File: src/rtl/tscq_pkg.sv
package tscq_pkg;
    localparam int unsigned TSCQ_WORD_W  = 32;
    localparam int unsigned TSCQ_COUNT_W = TSCQ_WORD_W - 2;

    typedef struct packed {
        logic                    now;
        logic                    chain;
        logic [TSCQ_COUNT_W-1:0] count;
        logic [TSCQ_WORD_W-1:0]  secs;
        logic [TSCQ_WORD_W-1:0]  ticks;
    } tscq_cmd_t;

    typedef enum logic [1:0] {
        Q_EMPTY = 2'd0,
        Q_PART  = 2'd1,
        Q_FULL  = 2'd2
    } tscq_qstate_t;
endpackage

File: src/rtl/tscq_regs.sv
module tscq_regs
    import tscq_pkg::*;
#(
    parameter int unsigned           IDX_W = 8,
    parameter logic [IDX_W-1:0]      BASE  = '0
) (
    input  logic                    clk,
    input  logic                    rst_n,
    input  logic                    cfg_stb,
    input  logic [IDX_W-1:0]        cfg_idx,
    input  logic [TSCQ_WORD_W-1:0]  cfg_data,
    output logic                    push_req,
    output tscq_cmd_t               push_cmd,
    output logic                    ovr_clr
);
    localparam logic [IDX_W-1:0] IDX_WORD = BASE;
    localparam logic [IDX_W-1:0] IDX_SECS = IDX_W'(BASE + 1);
    localparam logic [IDX_W-1:0] IDX_TICK = IDX_W'(BASE + 2);
    localparam logic [IDX_W-1:0] IDX_CLR  = IDX_W'(BASE + 3);

    logic [TSCQ_WORD_W-1:0] stg_word;
    logic [TSCQ_WORD_W-1:0] stg_secs;
    logic hit_word, hit_secs, hit_tick, hit_clr;

    always_comb begin
        hit_word = cfg_stb && (cfg_idx == IDX_WORD);
        hit_secs = cfg_stb && (cfg_idx == IDX_SECS);
        hit_tick = cfg_stb && (cfg_idx == IDX_TICK);
        hit_clr  = cfg_stb && (cfg_idx == IDX_CLR);
    end

    always_ff @(posedge clk) begin
        if (!rst_n) begin
            stg_word <= '0;
            stg_secs <= '0;
        end else begin
            if (hit_word) stg_word <= cfg_data;
            if (hit_secs) stg_secs <= cfg_data;
        end
    end

    always_comb begin
        push_req       = hit_tick;
        ovr_clr        = hit_clr;
        push_cmd.now   = stg_word[TSCQ_WORD_W-1];
        push_cmd.chain = stg_word[TSCQ_WORD_W-2];
        push_cmd.count = stg_word[TSCQ_COUNT_W-1:0];
        push_cmd.secs  = stg_secs;
        push_cmd.ticks = cfg_data;
    end
endmodule

File: src/rtl/tscq_fifo.sv
module tscq_fifo
    import tscq_pkg::*;
#(
    parameter int unsigned DEPTH = 8
) (
    input  logic                         clk,
    input  logic                         rst_n,
    input  logic                         push_req,
    input  tscq_cmd_t                    push_cmd,
    input  logic                         pop_ready,
    output tscq_cmd_t                    head,
    output logic                         head_valid,
    output logic                         full,
    output logic                         drop_pulse,
    output logic [$clog2(DEPTH+1)-1:0]   fill
);
    localparam int unsigned PTR_W    = (DEPTH > 1) ? $clog2(DEPTH) : 1;
    localparam int unsigned CNT_W    = $clog2(DEPTH + 1);
    localparam logic [CNT_W-1:0] CNT_TOP  = CNT_W'(DEPTH);
    localparam logic [CNT_W-1:0] CNT_LAST = CNT_W'(DEPTH - 1);
    localparam logic [CNT_W-1:0] CNT_ONE  = CNT_W'(1);
    localparam logic [PTR_W-1:0] PTR_END  = PTR_W'(DEPTH - 1);

    tscq_qstate_t q_state, q_state_nx;
    tscq_cmd_t    slots [DEPTH];
    logic [PTR_W-1:0] wr_ptr, rd_ptr, wr_ptr_inc, rd_ptr_inc;
    logic wr_ok, rd_ok;

    generate
        if ((DEPTH & (DEPTH - 1)) == 0) begin : g_pow2_wrap
            assign wr_ptr_inc = wr_ptr + 1'b1;
            assign rd_ptr_inc = rd_ptr + 1'b1;
        end else begin : g_cmp_wrap
            assign wr_ptr_inc = (wr_ptr == PTR_END) ? '0 : wr_ptr + 1'b1;
            assign rd_ptr_inc = (rd_ptr == PTR_END) ? '0 : rd_ptr + 1'b1;
        end
    endgenerate

    always_comb begin
        wr_ok = push_req && (q_state != Q_FULL);
        rd_ok = pop_ready && (q_state != Q_EMPTY);
    end

    // Next-state logic: FILL, TOP_OFF, DRAIN_LAST, RELEASE
    always_comb begin
        q_state_nx = q_state;
        unique case (q_state)
            Q_EMPTY: if (wr_ok) q_state_nx = Q_PART;
            Q_PART: begin
                if (wr_ok && !rd_ok && fill == CNT_LAST)
                    q_state_nx = Q_FULL;
                else if (rd_ok && !wr_ok && fill == CNT_ONE)
                    q_state_nx = Q_EMPTY;
            end
            Q_FULL:  if (rd_ok) q_state_nx = Q_PART;
            default: q_state_nx = Q_EMPTY;
        endcase
    end

    always_ff @(posedge clk) begin
        if (!rst_n) q_state <= Q_EMPTY;
        else        q_state <= q_state_nx;
    end

    always_comb begin
        head_valid = (q_state != Q_EMPTY);
        full       = (q_state == Q_FULL);
        drop_pulse = push_req && (q_state == Q_FULL);
        head       = slots[rd_ptr];
    end

    always_ff @(posedge clk) begin
        if (!rst_n) begin
            wr_ptr <= '0;
            rd_ptr <= '0;
            fill   <= '0;
        end else begin
            if (wr_ok) wr_ptr <= wr_ptr_inc;
            if (rd_ok) rd_ptr <= rd_ptr_inc;
            if (wr_ok && !rd_ok)      fill <= fill + 1'b1;
            else if (rd_ok && !wr_ok) fill <= fill - 1'b1;
        end
    end

    always_ff @(posedge clk) begin
        if (wr_ok) slots[wr_ptr] <= push_cmd;
    end

    logic unused_top;
    assign unused_top = (CNT_TOP == '0);
endmodule

File: src/rtl/tscq_flags.sv
module tscq_flags (
    input  logic clk,
    input  logic rst_n,
    input  logic ovr_event,
    input  logic ovr_clr,
    input  logic drop_pulse,
    output logic ovr_flag,
    output logic drop_err
);
    always_ff @(posedge clk) begin
        if (!rst_n) begin
            ovr_flag <= 1'b0;
            drop_err <= 1'b0;
        end else begin
            if (ovr_event)    ovr_flag <= 1'b1;
            else if (ovr_clr) ovr_flag <= 1'b0;
            if (drop_pulse)   drop_err <= 1'b1;
        end
    end
endmodule

File: src/rtl/tscq_top.sv
module tscq_top
    import tscq_pkg::*;
#(
    parameter int unsigned      IDX_W = 8,
    parameter logic [IDX_W-1:0] BASE  = '0,
    parameter int unsigned      DEPTH = 8
) (
    input  logic                     clk,
    input  logic                     rst_n,
    input  logic                     cfg_stb,
    input  logic [IDX_W-1:0]         cfg_idx,
    input  logic [TSCQ_WORD_W-1:0]   cfg_data,
    input  logic                     ovr_event,
    output logic                     cmd_valid,
    input  logic                     cmd_ready,
    output logic                     cmd_now,
    output logic                     cmd_chain,
    output logic [TSCQ_COUNT_W-1:0]  cmd_count,
    output logic [TSCQ_WORD_W-1:0]   cmd_secs,
    output logic [TSCQ_WORD_W-1:0]   cmd_ticks,
    output logic                     ovr_flag,
    output logic                     drop_err
);
    localparam int unsigned CNT_W = $clog2(DEPTH + 1);

    logic       push_req, ovr_clr, drop_pulse, q_full;
    tscq_cmd_t  push_cmd, head;
    logic [CNT_W-1:0] q_count;

    tscq_regs #(.IDX_W(IDX_W), .BASE(BASE)) u_regs (
        .clk(clk), .rst_n(rst_n), .cfg_stb(cfg_stb), .cfg_idx(cfg_idx),
        .cfg_data(cfg_data), .push_req(push_req), .push_cmd(push_cmd),
        .ovr_clr(ovr_clr)
    );

    tscq_fifo #(.DEPTH(DEPTH)) u_fifo (
        .clk(clk), .rst_n(rst_n), .push_req(push_req), .push_cmd(push_cmd),
        .pop_ready(cmd_ready), .head(head), .head_valid(cmd_valid),
        .full(q_full), .drop_pulse(drop_pulse), .fill(q_count)
    );

    tscq_flags u_flags (
        .clk(clk), .rst_n(rst_n), .ovr_event(ovr_event), .ovr_clr(ovr_clr),
        .drop_pulse(drop_pulse), .ovr_flag(ovr_flag), .drop_err(drop_err)
    );

    always_comb begin
        cmd_now   = head.now;
        cmd_chain = head.chain;
        cmd_count = head.count;
        cmd_secs  = head.secs;
        cmd_ticks = head.ticks;
    end
endmodule

File: config.mk
export PLATFORM = sky130hd
export DESIGN_NAME = tscq_top
export DESIGN_NICKNAME = d
export VERILOG_FILES = /design/src/rtl/tscq_pkg.sv /design/src/rtl/tscq_regs.sv /design/src/rtl/tscq_fifo.sv /design/src/rtl/tscq_flags.sv /design/src/rtl/tscq_top.sv
export SDC_FILE = /design/constraint.sdc
export NUM_CORES = 1
export LEC_CHECK = 0
export BUFFER_PORTS_ARGS = -buffer_cell sky130_fd_sc_hd__buf_2
export CAP_MARGIN = 5
export CORE_ASPECT_RATIO = 0.6
export CORE_MARGIN = 5
export CORE_UTILIZATION = 60
export CTS_CLUSTER_DIAMETER = 150
export DETAILED_ROUTE_END_ITERATION = 7
export GPL_TIMING_DRIVEN = 0
export PLACE_DENSITY_LB_ADDON = 0.15
export SYNTH_ARGS = -nofsm -noshare
export SYNTH_HDL_FRONTEND = slang
export SYNTH_SLANG_ARGS = --single-unit
File: constraint.sdc
create_clock -name clk -period 15.9 [get_ports clk]
set_input_delay 0 -clock clk [delete_from_list [all_inputs] [get_ports clk]]
set_output_delay 0 -clock clk [all_outputs]
set_load 0.01 [all_outputs]
==> results.md, run 1 <==
- Core ar.: 52700 sq um
- Fin nets: 1887
- Vias in the first global route: 16155
- Final WS setup: 12.32 ns
- Root Buffer: clkbuf_16
- Sequential area share after synthesis: 77.0%
- Worst EP arrival: 3.88 ns
- Hold slack: 0.249 ns
- Final Max Tran Viols: 0
- Cells after Synth: 1456
- Hold crit path type: input port to flip-flop
- Global placement routability congestion: 0.776
- Die Area: 58300 sq um
- Worst Setup End Kind: flip-flop
- Clock Sinks: 849
- Clock tree buffer depth: 3
- RSZ-0062 raised after global routing: false
- Rel. slew slack: 32.2%
- Largest net degree at the start of global routing: 17
- CP Max Fanout: 10
- DRC: 0
- Final ANT Viol Nets: 0
- Synth cell types: 39
- Clock slew at reported path FFs: 0.06 ns
- First-pass detailed-route iteration total: 5
- Setup-failing EPs final: 0
- Worst vdd ir: 0.0000781 V
- Synthesis-to-finish area growth: 17.1%
- GRT Resource Usage Total: 24.6%
- Cell Area, Synth: 32100 sq um
- Layout fillers: 3168
- H-tree depth: 3
- Critical Path RT: 16.20 ns
- Warnings from Yosys: 0
- Period utilization: 22.5%
- Worst-Margin Slew: 1.01 ns
- Fmax: 0.279 GHz
- Total wire length: 71100 um
- Starting Density: 60.8%
- TritonCTS Buffers: 74
- CP Launch Type: input port
- Register bit total from synthesis: 849
- Place WS: 12.49 ns
- Io pins: 144
- Pwr Density: 112 nW/um^2
- DIE WIDTH: 308 um
- Max Cap Viol: 0
- Num rows: 65
- Post-DP HPWL: 48600 um
- Vias per cell: 6.11
- IO buf count: 141
- Most common cell after layout, fill and taps aside: edfxtp_1
- Hold_buf cts: 49
- Worst-Skew Late Latency: 0.60 ns
- LEAKAGE: 13.2 nW
- DRT iter0 DRCs: 1760
- Hold Fails Final Rpt: 0
- Initial antenna violation count: 3
- First-pass GRT wire length: 105000 um
- Most frequent cells in the layout: edfxtp_1 (768), mux4_2 (192), buf_2 (161)
- PostCTS Resize Cnt: 0
- CP Class: input port to flip-flop
- Post-synthesis average cell area: 22.0 sq um
- DR WL/cell: 27.4 um
- TritonCTS clock tree: done
- Share of layout cells above drive strength 1: 35.9%
- Total vias in the final route: 15886
- Final setup skew: 0.0171 ns
- Global route overflow: 0
- Post-CTS setup buffers: 0
- Post-layout min period: 3.58 ns
- Mapped Nets: 1508
- Die H: 189 um
- Outcome: finished clean
## cells by family after synthesis
kind of cell	Yosys count	share of synthesized area, %
AOI/OAI and AO/OA	11	0.222
xor gates and xnor gates	4	0.109
adders and majority gates	7	0.273
buffers and inverters	83	1.28
DFF	849	77.0
muxes	359	19.1
and+or+nand+nor	143	2.06
## synthesized netlist by cell type
| cell | instances | area, sq um |
|---|---|---|
| a21oi_1 | 4 | 20.0 |
| a32oi_1 | 1 | 8.76 |
| a41oi_1 | 1 | 8.76 |
| buf_1 | 12 | 45.0 |
| buf_2 | 20 | 100 |
| buf_6 | 1 | 11.3 |
| buf_8 | 6 | 90.1 |
| clkbuf_1 | 36 | 135 |
| dfxtp_1 | 81 | 1620 |
| edfxtp_1 | 768 | 23100 |
| ha_1 | 7 | 87.6 |
| inv_1 | 8 | 30.0 |
| mux2_2 | 96 | 1080 |
| mux2i_1 | 71 | 711 |
| mux4_2 | 192 | 4320 |
| nand2_1 | 104 | 390 |
| nand2b_1 | 5 | 31.3 |
| nand4_1 | 2 | 12.5 |
| nand4b_1 | 1 | 8.76 |
| nand4bb_1 | 1 | 11.3 |
| nor2_1 | 8 | 30.0 |
| nor2b_1 | 2 | 12.5 |
| nor3_1 | 4 | 20.0 |
| nor3_4 | 2 | 32.5 |
| nor4_1 | 4 | 25.0 |
| nor4b_1 | 3 | 26.3 |
| o211ai_1 | 1 | 7.51 |
| o21ai_0 | 1 | 5.00 |
| o21ai_1 | 1 | 5.00 |
| o22a_1 | 1 | 8.76 |
| o31ai_1 | 1 | 7.51 |
| or2_2 | 1 | 6.26 |
| or3_1 | 1 | 6.26 |
| or4_1 | 2 | 15.0 |
| or4_4 | 1 | 11.3 |
| or4b_1 | 1 | 10.0 |
| or4bb_1 | 1 | 11.3 |
| xnor2_1 | 1 | 8.76 |
| xor2_1 | 3 | 26.3 |
## power by group
part	total [W]	internal [W]	switching [W]	leakage, nW
clock network	0.00175	0.000990	0.000763	1.15
registers	0.00241	0.00241	0.000000739	8.29
logic	0.0000473	0.0000154	0.0000319	3.78
total	0.00421	0.00341	0.000795	13.2
## registers in the layout (all words and copies together), names as in the netlist, 2 cells and up, named ones only
| register | cells |
|---|---|
| u_fifo.rd_ptr | 3 |
| u_fifo.wr_ptr | 3 |
| u_regs.stg_secs | 32 |
| u_fifo.q_state | 2 |
| u_regs.stg_word | 32 |
| u_fifo.slots | 768 |
| u_fifo.fill | 4 |
## area by class of cell
type | instances | area, sq um | share of cell area [%]
diodes | 2 | 5.00 | 0.0133
plain buffers | 75 | 382 | 1.02
inverters | 8 | 30.0 | 0.0799
clock inverters | 29 | 238 | 0.633
multi-input cells | 524 | 7020 | 18.7
well taps | 703 | 880 | 2.34
repair buffers | 303 | 2220 | 5.92
clock buffers | 105 | 2110 | 5.61
flip-flops and latches | 849 | 24700 | 65.7
## path summary, 6_finish.rpt
kind	from	end	slack [ns]	cells after the start
worst max-delay path	cfg_idx[0]	u_fifo.slots[1][44]$_DFFE_PP_	12.32	10
worst min-delay path	cfg_data[11]	u_fifo.slots[0][11]$_DFFE_PP_	0.25	2
worst max register to register	u_fifo.q_state[0]$_SDFFE_PN0P_	u_fifo.slots[1][44]$_DFFE_PP_	12.42	8
worst min register to register	u_fifo.fill[3]$_SDFFE_PN0P_	u_fifo.fill[3]$_SDFFE_PN0P_	0.49	2
## stage by stage
stage / power [W] / area (sq um) / setup TNS, ns / util, % / cells
after floorplan: 0.00247 / 32100 / 0 / - / 1456
after global placement: 0.00249 / 33700 / -1797.46 / 63.9 / 2300
after detailed placement: 0.00249 / 34700 / 0 / 65.9 / 2413
after CTS: 0.00423 / 37600 / 0 / 71.3 / 2596
after global routing: 0.00433 / 37600 / 0 / 71.3 / 2598
final: 0.00421 / 37600 / 0 / 71.3 / 2598
## metal layers
metal	vias to the layer above	track usage, %	wire length (um)
li1	6750	-	-
met1	8351	38.1	30800
met2	680	38.0	33600
met3	105	4.41	5270
met4	0	5.19	1370
met5	-	0	0
## worst max-delay path, stage by stage
cell	delay, ns
dlygate4sd3_1	0.54
buf_2	0.14
nor4b_1	0.52
nand4_1	0.64
nor4_2	0.97
buf_6	0.25
buf_4	0.21
buf_4	0.20
buf_4	0.19
buf_4	0.19
Note: power is estimated with default switching activity, not from simulation.
==> run 2: changes to the inputs <==
--- a/config.mk
+++ b/config.mk
@@ -9,7 +9,7 @@
 export CAP_MARGIN = 5
 export CORE_ASPECT_RATIO = 0.6
 export CORE_MARGIN = 5
-export CORE_UTILIZATION = 60
+export CORE_UTILIZATION = 55
 export CTS_CLUSTER_DIAMETER = 150
 export DETAILED_ROUTE_END_ITERATION = 7
 export GPL_TIMING_DRIVEN = 0
==> constraint.sdc (replaced) <==
create_clock -name clk -period 2.9 [get_ports clk]
set_input_delay 0 -clock clk [delete_from_list [all_inputs] [get_ports clk]]
set_output_delay 0 -clock clk [all_outputs]
set_load 0.01 [all_outputs]
==> run 2 against run 1 <==
Compared with the run above:
- critical path depth down 5
- final cell count is 1.3% higher
- die area rose by 8.7%
- clock power increased to 6.0 times the previous value
- utilization down 4.7 points
- design area is 2.1% higher
- worst hold slack worse by 0.012 ns
- sequential cell count is the same
- worst setup slack got worse by 12 ns
- combinational power grew to 5.5 times the previous value
- largest cell class unchanged
==> results.md, run 2 (synthesized netlist as in run 1, its figures left out) <==
- Outcome: finished clean (unchanged)
- Global route overflow: 0 (unchanged)
- TritonCTS clock tree: done (unchanged)
- CP Launch Type: flip-flop (was input port)
- Total vias in the final route: 15809 (was 15886)
- Switch share: 18.7% (was 18.9%)
- Largest net degree at the start of global routing: 18 (was 17)
- Clk pwr share: 43.8% (was 41.7%)
- Register with the most flip-flops: u_fifo.slots (unchanged)
- Worst-Margin Slew: 0.957 ns (was 1.01 ns)
- Num rows: 68 (was 65)
- Fin nets: 1855 (was 1887)
- Final ANT Viol Nets: 0 (unchanged)
- Comb power frac: 1.1% (about the same)
- Worst Setup End Kind: output port (was flip-flop)
- DRT iter0 DRCs: 1666 (was 1760)
- Vias per cell: 6.00 (was 6.11)
- Die Area: 63400 sq um (was 58300 sq um)
- Max Cap Viol: 0 (unchanged)
- R2r setup slk: 0.43 ns (was 12.42 ns)
- Worst EP arrival: 2.81 ns (was 3.88 ns)
- CP Class: flip-flop to output port (was input port to flip-flop)
- Worst vdd ir: 0.000489 V (was 0.0000781 V)
- Final setup skew: 0.0208 ns (was 0.0171 ns)
- Internal power: 0.0195 W (was 0.00341 W)
- Top Registers: u_fifo.slots: 768 flops, u_regs.stg_secs: 32 flops, u_regs.stg_word: 32 flops (unchanged)
- Hold Fails Final Rpt: 0 (unchanged)
- DR WL/cell: 27.6 um (was 27.4 um)
- Root Buffer: clkbuf_16 (unchanged)
- Critical Path RT: 2.90 ns (was 16.20 ns)
- Seq. cell area: 24700 sq um (about the same)
- DIE WIDTH: 322 um (was 308 um)
- Die H: 197 um (was 189 um)
- Placed cell area: 35100 sq um (was 34700 sq um)
- Max reg flops: 768 (unchanged)
- Share of layout cells above drive strength 1: 36.9% (was 35.9%)
- IO buf count: 141 (unchanged)
- First-pass GRT wire length: 107000 um (was 105000 um)
- Global placement routability congestion: 0.765 (was 0.776)
- Fmax: 0.356 GHz
- Clock slew at reported path FFs: 0.06 ns (about the same)
- Final WS setup: 0.0888 ns (was 12.32 ns)
- Layout fillers: 3674 (was 3168)
- Post-layout min period: 2.81 ns
- Sw Pwr: 0.00448 W (was 0.000795 W)
- Post-DP HPWL: 48600 um (about the same)
- Total wire length: 72700 um (was 71100 um)
- Most frequent cells in the layout: edfxtp_1 (768), mux4_2 (192), buf_2 (149) (was edfxtp_1 (768), mux4_2 (192), buf_2 (161))
- Period utilization: 96.9%
- Place WS: -0.637 ns (was 12.49 ns)
- Rel. slew slack: 36.2% (was 32.2%)
- Sequential power share: 55.1% (was 57.2%)
- Hold crit path type: input port to flip-flop (unchanged)
- Hold slack: 0.237 ns (was 0.249 ns)
- Vias in the first global route: 16115 (was 16155)
- CP Max Fanout: 10 (unchanged)
- Setup-failing EPs final: 0 (unchanged)
- Clock tree buffer depth: 3 (unchanged)
- TritonCTS Buffers: 76 (was 74)
- Footprint of the multi-input gates: 7080 sq um (was 7020 sq um)
- Core ar.: 57600 sq um (was 52700 sq um)
- Synthesis-to-finish area growth: 19.6% (was 17.1%)
- Post-route cell area: 38300 sq um (was 37600 sq um)
- GRT Resource Usage Total: 23.2% (was 24.6%)
- RSZ-0062 raised after global routing: false (unchanged)
- Most common cell after layout, fill and taps aside: edfxtp_1 (unchanged)
- H-tree depth: 3 (unchanged)
- First-pass detailed-route iteration total: 5 (unchanged)
- Pwr Density: 624 nW/um^2 (was 112 nW/um^2)
- Final Max Tran Viols: 0 (unchanged)
- LEAKAGE: 13.5 nW (was 13.2 nW)
- Starting Density: 55.7% (was 60.8%)
- Clock Sinks: 849 (unchanged)
- Io pins: 144 (unchanged)
- Worst-Skew Late Latency: 0.61 ns (was 0.60 ns)
- DRC: 0 (unchanged)
- Initial antenna violation count: 2 (was 3)
-- run 2: cell count changes in the layout (fill, tap and decap cells not counted), moves of 7 or more --
cell,before,now
buf_1,12,3
buf_16,0,22
buf_2,161,149
buf_4,67,27
buf_6,45,23
buf_8,8,31
bufinv_16,4,11
clkbuf_1,60,27
clkbuf_2,0,16
-- run 2: worst max-delay path, stage by stage, from the launching register on --
cell	delay, ns
dfxtp_1	0.35
clkbuf_2	0.39
clkbuf_1	0.58
mux4_2	0.40
mux2_2	0.31
buf_2	0.15
-- run 2: metal layers --
| layer | part of all wire, % | vias to the layer above | global-route usage, % |
|---|---|---|---|
| met5 | 0.018 | - | 0 |
| met4 | 1.6 | 2 | 4.62 |
| met3 | 7.7 | 86 | 4.60 |
| met2 | 46 | 651 | 35.0 |
| met1 | 44 | 8378 | 36.2 |
| li1 | - | 6692 | - |
-- run 2: power by group through the flow --
stage               registers [W]  logic (W)  clock network (W)
global placement           0.0135   0.000200                  0
global route               0.0132   0.000280             0.0111
CTS                        0.0132   0.000259             0.0106
finish                     0.0132   0.000262             0.0105
floorplan                  0.0135  0.0000594                  0
detailed placement         0.0135   0.000208                  0
-- run 2: metrics by stage --
step	setup TNS, ns	std cells	util (%)	power [W]
after CTS	0	2628	66.5	0.0241
after global placement	-3478.33	2367	58.8	0.0137
after floorplan	-1233.30	1456	-	0.0135
after detailed placement	-117.82	2435	60.9	0.0137
after global routing	0	2633	66.6	0.0246
final	0	2633	66.6	0.0239
-- run 2: final timing paths --
kind,startpoint,endpoint,cells after the start
worst min-delay path,cfg_data[10],u_fifo.slots[1][10]$_DFFE_PP_,2
worst min register to register,u_fifo.fill[3]$_SDFFE_PN0P_,u_fifo.fill[3]$_SDFFE_PN0P_,2
worst max register to register,u_fifo.wr_ptr[0]$_SDFFE_PN0P_,u_fifo.slots[7][90]$_DFFE_PP_,6
worst max-delay path,flip-flop,cmd_ticks[4],5
-- run 2: cell type report --
cell class | count | area share, %
flip-flops and latches | 849 | 64.4
well taps | 770 | 2.51
clock inverters | 43 | 1.25
repair buffers | 270 | 6.58
diodes | 1 | 0.00653
multi-input cells | 524 | 18.5
inverters | 8 | 0.0783
clock buffers | 94 | 5.54
plain buffers | 74 | 1.21
-- run 2: timing repair --
item | 4_1_cts | 5_1_grt
buffers inserted | 7 | 4
hold buffers | 50 | 0
pin swaps | 2 | 2
hold endpoints to repair | 334 | 0
setup endpoints to repair | 562 | 100
gates resized for setup | 40 | 11
